==> config.mk <==
export PLATFORM = sky130hd
export DESIGN_NAME = e1_ts0_aligner
export DESIGN_NICKNAME = d
export VERILOG_FILES = /design/src/rtl/e1_ts0_pkg.sv /design/src/rtl/e1_bit_timer.sv /design/src/rtl/e1_faw_detect.sv /design/src/rtl/e1_align_fsm.sv /design/src/rtl/e1_marker_gen.sv /design/src/rtl/e1_ts0_aligner.sv
export SDC_FILE = /design/constraint.sdc
export NUM_CORES = 1
export LEC_CHECK = 0
export BUFFER_PORTS_ARGS = -buffer_cell sky130_fd_sc_hd__buf_2
export CAP_MARGIN = 20
export CORE_MARGIN = 2
export CORE_UTILIZATION = 40
export DETAILED_ROUTE_END_ITERATION = 10
export GPL_ROUTABILITY_DRIVEN = 0
export HOLD_SLACK_MARGIN = 0.12
export PLACE_DENSITY_LB_ADDON = 0.05
export SLEW_MARGIN = 40
export SYNTH_ARGS = -nofsm -noshare
export SYNTH_HDL_FRONTEND = slang
export SYNTH_SLANG_ARGS = --single-unit
==> constraint.sdc <==
create_clock -name clk_i -period 4.6 [get_ports clk_i]
set_input_delay 0.69 -clock clk_i [delete_from_list [all_inputs] [get_ports clk_i]]
set_output_delay 0.69 -clock clk_i [all_outputs]
set_load 0.005 [all_outputs]
==> src/rtl/e1_ts0_pkg.sv <==
`timescale 1ns/1ps
package e1_ts0_pkg;
  typedef enum logic [1:0] {
    ST_HUNT    = 2'd0,
    ST_NFAS    = 2'd1,
    ST_CONFIRM = 2'd2,
    ST_LOCKED  = 2'd3
  } align_st_e;
endpackage

==> src/rtl/e1_bit_timer.sv <==
`timescale 1ns/1ps
module e1_bit_timer #(
  parameter int FRAME_BITS = 256,
  parameter int LOAD_POS   = 8,
  parameter int PW         = $clog2(FRAME_BITS)
) (
  input  logic          clk_i,
  input  logic          rst_ni,
  input  logic          load_i,
  output logic [PW-1:0] pos_o,
  output logic          sync_fr_o
);
  localparam logic [PW-1:0] LAST = PW'(FRAME_BITS - 1);
  localparam logic [PW-1:0] LPOS = PW'(LOAD_POS);

  logic [PW-1:0] pos_q;
  logic          sync_fr_q;

  always_ff @(posedge clk_i or negedge rst_ni) begin
    if (!rst_ni) begin
      pos_q     <= '0;
      sync_fr_q <= 1'b0;
    end else if (load_i) begin
      pos_q     <= LPOS;
      sync_fr_q <= 1'b1;
    end else if (pos_q == LAST) begin
      pos_q     <= '0;
      sync_fr_q <= ~sync_fr_q;
    end else begin
      pos_q <= pos_q + PW'(1);
    end
  end

  assign pos_o     = pos_q;
  assign sync_fr_o = sync_fr_q;

  assert_frame_wrap_R10: assert property (@(posedge clk_i) disable iff (!rst_ni)
    (pos_q == LAST && !load_i) |=> (pos_q == '0 && sync_fr_q != $past(sync_fr_q)));

  assert_load_phase_R2: assert property (@(posedge clk_i) disable iff (!rst_ni)
    load_i |=> (pos_q == LPOS && sync_fr_q));
endmodule

==> src/rtl/e1_faw_detect.sv <==
`timescale 1ns/1ps
module e1_faw_detect #(
  parameter int               FAW_LEN = 7,
  parameter logic [FAW_LEN-1:0] FAW   = 7'b0011011
) (
  input  logic clk_i,
  input  logic rst_ni,
  input  logic data_i,
  output logic match_o
);
  // oldest bit in the MSB, the bit on data_i completes the word
  logic [FAW_LEN-2:0] hist_q;

  always_ff @(posedge clk_i or negedge rst_ni) begin
    if (!rst_ni) hist_q <= '0;
    else         hist_q <= {hist_q[FAW_LEN-3:0], data_i};
  end

  assign match_o = ({hist_q, data_i} == FAW);
endmodule

==> src/rtl/e1_align_fsm.sv <==
`timescale 1ns/1ps
module e1_align_fsm
  import e1_ts0_pkg::*;
#(
  parameter int PW         = 8,
  parameter int FAW_END    = 7,
  parameter int NFAS_POS   = 1,
  parameter int LOSS_LIMIT = 3
) (
  input  logic          clk_i,
  input  logic          rst_ni,
  input  logic          resync_i,
  input  logic          data_i,
  input  logic          match_i,
  input  logic [PW-1:0] pos_i,
  input  logic          sync_fr_i,
  output logic          load_o,
  output logic          aligned_o
);
  localparam int            EW       = $clog2(LOSS_LIMIT + 1);
  localparam logic [EW-1:0] ERR_LAST = EW'(LOSS_LIMIT - 1);
  localparam logic [PW-1:0] FAW_P    = PW'(FAW_END);
  localparam logic [PW-1:0] NFAS_P   = PW'(NFAS_POS);

  align_st_e     st_q, st_d;
  logic [EW-1:0] err_q, err_d;
  logic          faw_slot, nfas_slot;

  assign faw_slot  = (pos_i == FAW_P) && sync_fr_i;
  assign nfas_slot = (pos_i == NFAS_P) && !sync_fr_i;

  always_comb begin
    st_d   = st_q;
    err_d  = err_q;
    load_o = 1'b0;
    unique case (st_q)
      ST_HUNT: begin
        if (match_i) begin
          load_o = 1'b1;
          st_d   = ST_NFAS;
        end
      end
      ST_NFAS: begin
        if (nfas_slot) st_d = data_i ? ST_CONFIRM : ST_HUNT;
      end
      ST_CONFIRM: begin
        if (faw_slot) begin
          st_d  = match_i ? ST_LOCKED : ST_HUNT;
          err_d = '0;
        end
      end
      ST_LOCKED: begin
        if (faw_slot) begin
          if (match_i) err_d = '0;
          else if (err_q == ERR_LAST) begin
            st_d  = ST_HUNT;
            err_d = '0;
          end else err_d = err_q + EW'(1);
        end
      end
    endcase
    if (resync_i) begin
      st_d   = ST_HUNT;
      err_d  = '0;
      load_o = 1'b0;
    end
  end

  always_ff @(posedge clk_i or negedge rst_ni) begin
    if (!rst_ni) begin
      st_q  <= ST_HUNT;
      err_q <= '0;
    end else begin
      st_q  <= st_d;
      err_q <= err_d;
    end
  end

  assign aligned_o = (st_q == ST_LOCKED);

  assert_resync_drop_R1: assert property (@(posedge clk_i) disable iff (!rst_ni)
    resync_i |=> !aligned_o);

  assert_lock_at_word_R2: assert property (@(posedge clk_i) disable iff (!rst_ni)
    $rose(aligned_o) |-> ($past(pos_i) == FAW_P && $past(sync_fr_i) && $past(match_i)));

  assert_loss_at_word_R4: assert property (@(posedge clk_i) disable iff (!rst_ni)
    ($fell(aligned_o) && !$past(resync_i)) |->
      ($past(pos_i) == FAW_P && $past(sync_fr_i) && !$past(match_i)));
endmodule

==> src/rtl/e1_marker_gen.sv <==
`timescale 1ns/1ps
module e1_marker_gen #(
  parameter int PW      = 8,
  parameter int TS_BITS = 8,
  parameter int CK_LO   = 7,
  parameter int CK_HI   = 135
) (
  input  logic          clk_i,
  input  logic          rst_ni,
  input  logic          aligned_i,
  input  logic [PW-1:0] pos_i,
  input  logic          sync_fr_i,
  output logic          ts0_win_o,
  output logic          sync_mark_o,
  output logic          clk8k_o,
  output logic          chan_rst_n_o
);
  localparam logic [PW-1:0] TS1_B1 = PW'(TS_BITS);
  localparam logic [PW-1:0] LO_P   = PW'(CK_LO);
  localparam logic [PW-1:0] HI_P   = PW'(CK_HI);

  logic in_ts0, pre_flip, ck_low, rst_slot;

  assign in_ts0   = pos_i < TS1_B1;
  assign pre_flip = pos_i <= TS1_B1;   // marker flips at bit 2 of timeslot 1
  assign ck_low   = (pos_i >= LO_P) && (pos_i < HI_P);
  assign rst_slot = (pos_i == TS1_B1) && sync_fr_i;

  assign ts0_win_o    = aligned_i & in_ts0;
  assign sync_mark_o  = aligned_i & (pre_flip ? sync_fr_i : ~sync_fr_i);
  assign clk8k_o      = ~(aligned_i & ck_low);
  assign chan_rst_n_o = ~(aligned_i & rst_slot);

  assert_chan_rst_ctx_R8: assert property (@(posedge clk_i) disable iff (!rst_ni)
    !chan_rst_n_o |-> (aligned_i && !ts0_win_o && sync_mark_o));

  assert_ck8_fall_R7: assert property (@(posedge clk_i) disable iff (!rst_ni)
    ($fell(clk8k_o) && $past(aligned_i)) |-> ts0_win_o);

  assert_sync_mark_rise_R6: assert property (@(posedge clk_i) disable iff (!rst_ni)
    ($rose(sync_mark_o) && $past(aligned_i)) |-> !ts0_win_o);
endmodule

==> src/rtl/e1_ts0_aligner.sv <==
`timescale 1ns/1ps
module e1_ts0_aligner #(
  parameter int                 TS_BITS    = 8,
  parameter int                 NUM_TS     = 32,
  parameter int                 FAW_LEN    = 7,
  parameter logic [FAW_LEN-1:0] FAW        = 7'b0011011,
  parameter int                 LOSS_LIMIT = 3,
  parameter int                 CK_TS      = 16
) (
  input  logic clk_i,
  input  logic rst_ni,
  input  logic resync_i,
  input  logic data_i,
  output logic aligned_o,
  output logic ts0_win_o,
  output logic sync_mark_o,
  output logic clk8k_o,
  output logic chan_rst_n_o
);
  localparam int FRAME_BITS = TS_BITS * NUM_TS;
  localparam int PW         = $clog2(FRAME_BITS);
  localparam int FAW_END    = TS_BITS - 1;
  localparam int NFAS_POS   = TS_BITS - FAW_LEN;
  localparam int CK_LO      = TS_BITS - 1;
  localparam int CK_HI      = CK_TS * TS_BITS + TS_BITS - 1;

  logic [PW-1:0] pos;
  logic          sync_fr, match, load;

  e1_bit_timer #(.FRAME_BITS(FRAME_BITS), .LOAD_POS(TS_BITS), .PW(PW)) u_timer (
    .clk_i, .rst_ni, .load_i(load), .pos_o(pos), .sync_fr_o(sync_fr)
  );

  e1_faw_detect #(.FAW_LEN(FAW_LEN), .FAW(FAW)) u_detect (
    .clk_i, .rst_ni, .data_i, .match_o(match)
  );

  e1_align_fsm #(.PW(PW), .FAW_END(FAW_END), .NFAS_POS(NFAS_POS),
                 .LOSS_LIMIT(LOSS_LIMIT)) u_fsm (
    .clk_i, .rst_ni, .resync_i, .data_i, .match_i(match), .pos_i(pos),
    .sync_fr_i(sync_fr), .load_o(load), .aligned_o
  );

  e1_marker_gen #(.PW(PW), .TS_BITS(TS_BITS), .CK_LO(CK_LO), .CK_HI(CK_HI)) u_marks (
    .clk_i, .rst_ni, .aligned_i(aligned_o), .pos_i(pos), .sync_fr_i(sync_fr),
    .ts0_win_o, .sync_mark_o, .clk8k_o, .chan_rst_n_o
  );
endmodule

==> flow_summary.json, run 1 <==
{
  "max_cap_viol_count": 0,
  "cellLeakagePower_nw": 0.4658,
  "routed_wl_um": 1732,
  "coreArea_um2": 2255,
  "detail_route.wl_per_cell_um": 12.83,
  "place_inst": 131,
  "most-common-layout-cells": "dfrtp_1 (19), nor2_1 (12), a21oi_1 (8), buf_2 (8), nand2_1 (6)",
  "intPower_mw": 0.2806,
  "crit_start": "u_timer.pos_o[7]",
  "post-cts-setup-buffer-count": 0,
  "synth_seq_cells": 19,
  "area_growth_pct": 9.740,
  "tightestPinTransition_ns": 0.4093,
  "fillCellCount": 226,
  "drtPass1Iterations": 4,
  "drc_errors": 0,
  "fmax_ghz": 0.3907,
  "grt_first_pass_wirelength_um": 3063,
  "status": "complete, no violations",
  "cts_resized": 0,
  "endpoint": "sync_mark_o",
  "slew_headroom": 0.7271,
  "hold_class": "input pin to asynchronous set/reset pin",
  "finClkSkew_ns": 0.003202,
  "final_common_cell": "dfrtp_1",
  "seq_area_frac_synth": 0.4935,
  "initial_utilization": 0.4273,
  "grt_max_degree": 20,
  "chipWidth_um": 53.08,
  "finalHoldViolations": 0,
  "synth_top_family_by_area": "simple AND/OR/NAND/NOR gates",
  "cts_tree": "done",
  "diodes": 0,
  "syn-cell-area_um2": 963.4,
  "critical_path.top_delay_family": "simple AND/OR/NAND/NOR gates",
  "insertion_delay_ns": 0.30,
  "synthSimpleGateAreaFrac": 0.2675,
  "drv_slew": 0,
  "rr_startpoint": "u_timer.pos_o[6]",
  "synth.mux.area_fraction": 0,
  "antenna_found_initial": 0,
  "clock_sinks": 19,
  "die-area_um2": 2817,
  "cts_buffers": 3,
  "route.vias.total": 719,
  "final_cells": 135,
  "synth_compound_area_frac": 0.09610,
  "power.density_nw_per_um2": 409.0,
  "swShare": 0.3511,
  "netlist_instances": 97,
  "grt_pass1_vias": 683,
  "synth_nets": 104,
  "timing.critical_path.buf_inv": 1,
  "path_cells": "or4_1 -> a21oi_1 -> xor2_1 -> nor2_1 -> buf_2",
  "crit_fanout": 8,
  "ant_nets": 0,
  "reg2reg_depth": 5,
  "initialDrtViolationCount": 17,
  "overflow": 0,
  "hold_buffers": 0,
  "yosysWarnings": 0,
  "finalSetupViolations": 0,
  "cp-start-kind": "flop",
  "yosys.area_share.xor_xnor": 0.07273,
  "rsz0062_at_grt": "no",
  "p_clk_frac": 0.204,
  "yosys.area_share.adder": 0.03896,
  "clockRootBuffer": "clkbuf_4",
  "cts_buffer_depth": 2,
  "crit_arrival_ns": 1.87,
  "die_h_um": 53.08,
  "grt_use_total": 0.1522,
  "p_switching_mw": 0.1518,
  "worst_setup_path_end_kind": "primary output",
  "nets": 115,
  "syn_area_per_cell_um2": 9.932,
  "synthFlopType": "dfrtp_1",
  "seq_area_um2": 475.5,
  "rows": 17,
  "worst-path-stages": 5,
  "final_layout_size_suffix_gt1_frac": 0.1589,
  "post-route-min-period_ns": 2.559,
  "crit_slowest_cell": "or4_1",
  "num_io_pins": 9,
  "sequentialPowerShare": 0.579,
  "multi_input_area_um2": 457.9,
  "comb_power_share": 0.217,
  "synth.distinct_cells": 32,
  "worstPathRequired_ns": 3.91,
  "htree_num_levels": 1,
  "portBuffers": 8,
  "irDropWorstVdd_mv": 0.2008,
  "path_clk_slew_ns": 0.12,
  "via_per_inst": 5.326,
  "synth-edff-count": 0,
  "r2r_end": "u_fsm.err_q[0]",
  "critPathKind": "flop to primary output",
  "cpPeakStageDelay_ns": 0.58,
  "hpwl_um": 1281,
  "r2r_slack_ns": 2.59,
  "fin_tns_setup_ns": 0,
  "synth-async-reset-ratio": 1.000,
  "post-route-period-util": 0.5564
}
## routing by layer
layer | vias up | routed length [um] | global-route usage
met5 | - | 0 | 0
met4 | 0 | 14 | 0.06410
met3 | 2 | 103 | 0.02542
met2 | 15 | 720 | 0.2042
met1 | 344 | 893 | 0.2373
li1 | 358 | - | -
## stage by stage
stage	hold WS [ns]	power [mW]	area, um2	util	worst slack [ns]
floorplan	0.3454	0.3332	963.4	-	2.479
global placement	0.3601	0.3470	1027	0.4556	2.387
detailed placement	0.3577	0.3472	1027	0.4556	2.381
CTS	0.3123	0.4346	1057	0.4689	2.028
global route	0.2999	0.4696	1057	0.4689	1.861
finish	0.3007	0.4324	1057	0.4689	2.041
## cell type report
class,instances,share of cell area
Tap cell,28,0.03314
Sequential cell,19,0.4497
Clock buffer,3,0.02130
Timing Repair Buffer,9,0.04497
Multi-Input combinational cell,72,0.4331
Clock inverter,1,0.007101
Inverter,3,0.01065
## Yosys cell counts, types with 2 or more instances
cell type   n  area, um2
a21oi_1     8      40.04
clkbuf_1    2      7.510
dfrtp_1    19      475.5
ha_1        3      37.54
inv_1       3      11.26
nand2_1     6      22.52
nand2b_1    5      31.28
nand3_1     5      25.02
nor2_1     12      45.04
nor2b_1     2      12.51
nor3_1      3      15.01
nor4_1      2      12.51
or4_1       2      15.01
xnor2_1     5      43.79
xor2_1      3      26.28
## worst min path at each step
stage / cells past startpoint / slack (ns) / startpoint / to
final: 1 / 0.30 / rst_ni / u_timer.pos_o[7]
after global routing: 1 / 0.30 / rst_ni / u_fsm.err_q[1]
after CTS: 1 / 0.31 / rst_ni / u_fsm.err_q[1]
after detailed placement: 0 / 0.36 / u_detect.hist_q[1] / u_detect.hist_q[2]
after global placement: 0 / 0.36 / u_detect.hist_q[3] / u_detect.hist_q[4]
after floorplan: 0 / 0.35 / u_detect.hist_q[1] / u_detect.hist_q[2]
## power by group through the flow
stage	combinational [mW]	clock, mW	sequential [mW]
CTS	0.0953	0.0903	0.249
global placement	0.0955	0	0.251
detailed placement	0.0948	0	0.252
finish	0.0938	0.0880	0.251
global route	0.112	0.100	0.257
floorplan	0.109	0	0.225
## cells by family after synthesis
logic type,after synthesis
xor+xnor,8
fa+ha+maj,3
buf+inv,6
compound gates,15
simple gates,46
flops,19
## state kept, by name, summed over array words and instances, names as in the netlist
register and flops:
u_timer.pos_o 8, u_detect.hist_q 6, u_fsm.err_q 2, u_fsm.st_q 2, u_timer.sync_fr_o 1
(Power assumes the default switching activity.)
==> run 2, diff against run 1 <==
==> constraint.sdc (replaced) <==
create_clock -name clk_i -period 2.1 [get_ports clk_i]
set_input_delay 0.315 -clock clk_i [delete_from_list [all_inputs] [get_ports clk_i]]
set_output_delay 0.315 -clock clk_i [all_outputs]
set_load 0.005 [all_outputs]
==> run 2 against run 1 <==
Flip-flop and latch count stayed put; final area is 4.9% higher; register-to-register slack worse by 2.4 ns; non-clock buffer count is 5 higher; first-iteration DRC count is 12% lower; wire length is 1.3% higher; clock power is 110% higher; sequential share of layout area is 2.1 points lower; largest power group unchanged.
==> flow_summary.json, run 2 (same netlist as run 1, synthesis figures left out) <==
{
  "power_mw": 1.019,
  "die_h_um": 53.08,
  "routed_wl_um": 1754,
  "slew_headroom": 0.7245,
  "critical_path.top_delay_family": "simple AND/OR/NAND/NOR gates",
  "timing.critical_path.buf_inv": 1,
  "intPower_mw": 0.6691,
  "crit_slowest_cell": "or4_4",
  "fin_tns_setup_ns": 0,
  "dr.max_layer_used": "met4",
  "max_cap_viol_count": 0,
  "initialDrtViolationCount": 15,
  "clock_sinks": 19,
  "sequentialPowerShare": 0.501,
  "detail_route.wl_per_cell_um": 12.53,
  "cellLeakagePower_nw": 0.4909,
  "met3RoutedLength_um": 66,
  "area_growth_pct": 15.06,
  "hpwl_um": 1300,
  "num_io_pins": 9,
  "grt_use_total": 0.1518,
  "finalHoldViolations": 0,
  "grt_first_pass_wirelength_um": 3022,
  "wl_met2_um": 680,
  "largest_reg_flops": 8,
  "crit_fanout": 4,
  "ant_nets": 0,
  "p_switching_mw": 0.3502,
  "path_cells": "or4_4 -> a21oi_2 -> xnor2_1 -> nand2_1 -> buf_2",
  "clockRootBuffer": "clkbuf_4",
  "cp-start-kind": "flop",
  "drc_errors": 0,
  "comb_power_share": 0.313,
  "antenna_found_initial": 0,
  "path_clk_slew_ns": 0.12,
  "finalSetupViolations": 0,
  "rsz0062_at_grt": "yes",
  "irDropWorstVdd_mv": 0.5124,
  "finClkSkew_ns": 0.009179,
  "via_per_inst": 5.014,
  "grt_pass1_vias": 663,
  "insertion_delay_ns": 0.30,
  "post-route-period-util": 0.9769,
  "htree_num_levels": 1,
  "p_clk_frac": 0.186,
  "portBuffers": 8,
  "pre_cts_ws_ns": 0.1322,
  "tightestPinTransition_ns": 0.4132,
  "status": "complete, no violations",
  "drtPass1Iterations": 4,
  "fmax_ghz": 0.4874,
  "crit_arrival_ns": 1.74,
  "route.vias.total": 702,
  "swShare": 0.3436,
  "nets": 120,
  "cts_tree": "done",
  "critPathKind": "flop to primary output",
  "place_inst": 133,
  "drv_slew": 0,
  "diodes": 0,
  "worst_setup_path_end_kind": "primary output",
  "final_cells": 140,
  "final_layout_size_suffix_gt1_frac": 0.2143,
  "grt_max_degree": 20,
  "chipWidth_um": 53.08,
  "fin_util": 0.4917,
  "final_common_cell": "dfrtp_1",
  "hold_class": "input pin to flop",
  "postLayoutSetupSlackWorst_ns": 0.04847,
  "rows": 17,
  "cpPeakStageDelay_ns": 0.59,
  "fillCellCount": 232,
  "cts_buffers": 3,
  "most-common-layout-cells": "dfrtp_1 (19), nor2_1 (12), buf_2 (8)",
  "wl_met1_um": 974,
  "die-area_um2": 2817,
  "coreArea_um2": 2255,
  "power.density_nw_per_um2": 919.6,
  "post-route-min-period_ns": 2.052,
  "worstPathRequired_ns": 1.78,
  "cts_buffer_depth": 2,
  "overflow": 0,
  "initial_utilization": 0.4273
}
-- run 2: cell count changes in the layout (fill, tap and decap cells not counted), sizes merged --
cell / change
dlygate4sd3: +1
buf: +4
-- run 2: through the flow --
| step | area (um2) | hold WS [ns] |
|---|---|---|
| finish | 1109 | 0.1445 |
| global placement | 1042 | 0.2826 |
| CTS | 1105 | 0.1319 |
| detailed placement | 1042 | 0.2777 |
| floorplan | 963.4 | 0.01941 |
| global route | 1109 | 0.1343 |
-- run 2: layer usage --
layer,vias up,global-route usage
li1,367,-
met2,13,0.2021
met4,0,0.08974
met1,318,0.2309
met3,4,0.01977
met5,-,0
-- run 2: layout make-up --
type	instances	area, um2	area share
clock buffer	3	22.52	0.02032
clock inverter	1	7.507	0.006772
inverter	3	11.26	0.01016
multi-input combinational	72	469.2	0.4233
sequential	19	475.5	0.4289
tap	28	35.03	0.03160
timing repair buffer	14	87.58	0.07901
-- run 2: repair_timing --
action	CTS	global route
setup buffers	2	0
hold buffers	1	0
gates cloned	0	0
pin swaps	0	0
endpoints found under the hold margin	19	0
gates resized for setup	2	1
endpoints found under the setup margin	2	1
-- run 2: path summary, 6_finish.rpt --
path,cells past startpoint,start,endpoint,slack (ns)
setup / recovery,5,u_timer.pos_o[6],clk8k_o,0.05
hold / removal,1,data_i,u_detect.hist_q[0],0.14
setup reg to reg,5,u_timer.pos_o[6],u_fsm.err_q[0],0.16
hold reg to reg,0,u_detect.hist_q[3],u_detect.hist_q[4],0.38
max in group asynchronous,2,rst_ni,u_timer.pos_o[4],1.34
min in group asynchronous,2,rst_ni,u_fsm.st_q[1],0.46
-- run 2: power groups by stage --
stage	clock network (mW)	logic [mW]	registers, mW
after CTS	0.198	0.310	0.507
after global routing	0.206	0.358	0.522
after global placement	0	0.254	0.526
after detailed placement	0	0.256	0.525
after floorplan	0	0.238	0.492
final	0.189	0.319	0.511
==> run 3, diff against run 2 <==
--- a/config.mk
+++ b/config.mk
@@ -8,11 +8,12 @@
 export BUFFER_PORTS_ARGS = -buffer_cell sky130_fd_sc_hd__buf_2
 export CAP_MARGIN = 20
 export CORE_MARGIN = 2
-export CORE_UTILIZATION = 40
+export CORE_UTILIZATION = 50
 export DETAILED_ROUTE_END_ITERATION = 10
 export GPL_ROUTABILITY_DRIVEN = 0
 export HOLD_SLACK_MARGIN = 0.12
 export PLACE_DENSITY_LB_ADDON = 0.05
+export SKIP_CTS_REPAIR_TIMING = 1
 export SLEW_MARGIN = 40
 export SYNTH_ARGS = -nofsm -noshare
 export SYNTH_HDL_FRONTEND = slang
==> constraint.sdc (replaced) <==
create_clock -name clk_i -period 2 [get_ports clk_i]
set_input_delay 0.3 -clock clk_i [delete_from_list [all_inputs] [get_ports clk_i]]
set_output_delay 0.3 -clock clk_i [all_outputs]
set_load 0.005 [all_outputs]
==> run 3 against run 2 <==
The flow now finishes with violations (setup timing); clock power rose by 3%; final area increased by 0.34%; via count rose by 8.5%; largest cell class unchanged.
==> flow_summary.json, run 3 (same netlist as run 1, synthesis figures left out) <==
{
  "status": "finished, violations left",
  "failed_checks": "setup timing",
  "fin_area_um2": 1112,
  "rsz0062_at_grt": "yes",
  "worst_setup_path_end_kind": "primary output",
  "clock_sinks": 19,
  "post-route-period-util": 1.060,
  "nets": 121,
  "max_cap_viol_count": 0,
  "cts_buffer_depth": 2,
  "path_clk_slew_ns": 0.11,
  "via_per_inst": 5.522,
  "r2r_slack_ns": 0.07,
  "finClkSkew_ns": 0.01404,
  "hold_ws_ns": 0.1613,
  "crit_fanout": 4,
  "cpPeakStageDelay_ns": 0.51,
  "overflow": 0,
  "final_common_cell": "dfrtp_1",
  "die-area_um2": 2294,
  "htree_num_levels": 1,
  "fillCellCount": 172,
  "ant_nets": 0,
  "final_cells": 138,
  "worstPathRequired_ns": 1.70,
  "crit_arrival_ns": 1.82,
  "die_h_um": 47.90,
  "cellLeakagePower_nw": 0.4981,
  "irDropWorstVdd_mv": 0.6145,
  "most-common-layout-cells": "dfrtp_1 (19), nor2_1 (12), buf_2 (8)",
  "finalSetupViolations": 3,
  "pre_cts_ws_ns": 0.08632,
  "crit_slowest_cell": "or4_4",
  "clockRootBuffer": "clkbuf_4",
  "hold_class": "input pin to flop",
  "routed_wl_um": 1847,
  "multi_input_area_um2": 469.2,
  "grt_pass1_vias": 694,
  "critPathKind": "flop to primary output",
  "fmax_ghz": 0.4715,
  "antenna_found_initial": 0,
  "final_layout_size_suffix_gt1_frac": 0.2124,
  "drv_slew": 0,
  "initialDrtViolationCount": 15,
  "area_growth_pct": 15.45,
  "finalHoldViolations": 0,
  "largest_reg_flops": 8,
  "rows": 15,
  "detail_route.wl_per_cell_um": 13.38,
  "initial_utilization": 0.5461,
  "tightestPinTransition_ns": 0.4370,
  "coreArea_um2": 1764,
  "grt_max_degree": 20,
  "num_io_pins": 9,
  "place_area_um2": 1046,
  "power.density_nw_per_um2": 975.2,
  "seq_area_um2": 475.5,
  "cts_tree": "done",
  "drtPass1Iterations": 4,
  "grt_use_total": 0.1870,
  "cp-start-kind": "flop",
  "post-route-min-period_ns": 2.121,
  "portBuffers": 8,
  "fin_tns_setup_ns": -0.2163,
  "route.vias.total": 762,
  "slew_headroom": 0.7087,
  "postLayoutSetupSlackWorst_ns": -0.1207,
  "cts_buffers": 3,
  "path_cells": "buf_6 -> or4_4 -> a21oi_2 -> xor2_1 -> nor2_1 -> buf_2",
  "hpwl_um": 1331,
  "chipWidth_um": 47.90,
  "place_inst": 131,
  "grt_first_pass_wirelength_um": 2904,
  "insertion_delay_ns": 0.30,
  "drc_errors": 0,
  "diodes": 0
}
## run 3: cell types whose count changed in the layout (fill, tap and decap cells not counted)
cell	before	now
buf_6	0	1
clkbuf_1	0	1
clkinvlp_4	1	0
## run 3: final cells by class
type                    instances  area share
inverters                       3     0.01012
flip-flops and latches         19      0.4274
repair buffers                 15     0.08886
multi-input cells              72      0.4218
clock buffers                   4     0.02362
well taps                      25     0.02812
## run 3: worst max-delay path, delay by kind of cell, from the launching register on
kind	cells	cell delay [ns]
buffers and inverters	2	0.26
and+or+nand+nor	2	0.57
DFF	1	0.41
xor gates and xnor gates	1	0.15
AOI/OAI and AO/OA	1	0.13
## run 3: stage by stage
stage            util  total power [mW]
2_1_floorplan       -            0.7664
3_3_place_gp   0.5929            0.8263
3_5_place_dp   0.5929            0.8332
4_1_cts        0.6078             1.029
5_1_grt        0.6305             1.158
6_report       0.6305             1.085
## run 3: power breakdown
| part | internal [mW] | switching (mW) | leakage, nW | total (mW) |
|---|---|---|---|---|
| clock | 0.0777 | 0.116 | 0.0150 | 0.194 |
| combinational | 0.182 | 0.166 | 0.244 | 0.348 |
| sequential | 0.459 | 0.0837 | 0.239 | 0.543 |
| total | 0.719 | 0.366 | 0.498 | 1.08 |
## run 3: path summary, 6_finish.rpt
kind,from,cells after the start,endpoint
max in group asynchronous,rst_ni,2,u_fsm.st_q[0]
worst min-delay path,data_i,1,u_detect.hist_q[0]
worst max register to register,u_timer.pos_o[6],5,u_fsm.err_q[0]
min in group asynchronous,rst_ni,2,u_timer.pos_o[2]
worst max-delay path,u_timer.pos_o[6],6,sync_mark_o
worst min register to register,u_detect.hist_q[1],0,u_detect.hist_q[2]
## run 3: routing by layer
metal / up-vias / share of wire / track usage
li1: 373 / - / -
met1: 366 / 0.47 / 0.2217
met2: 15 / 0.48 / 0.3173
met3: 8 / 0.028 / 0.03396
met4: 0 / 0.023 / 0.1027
met5: - / 0 / 0
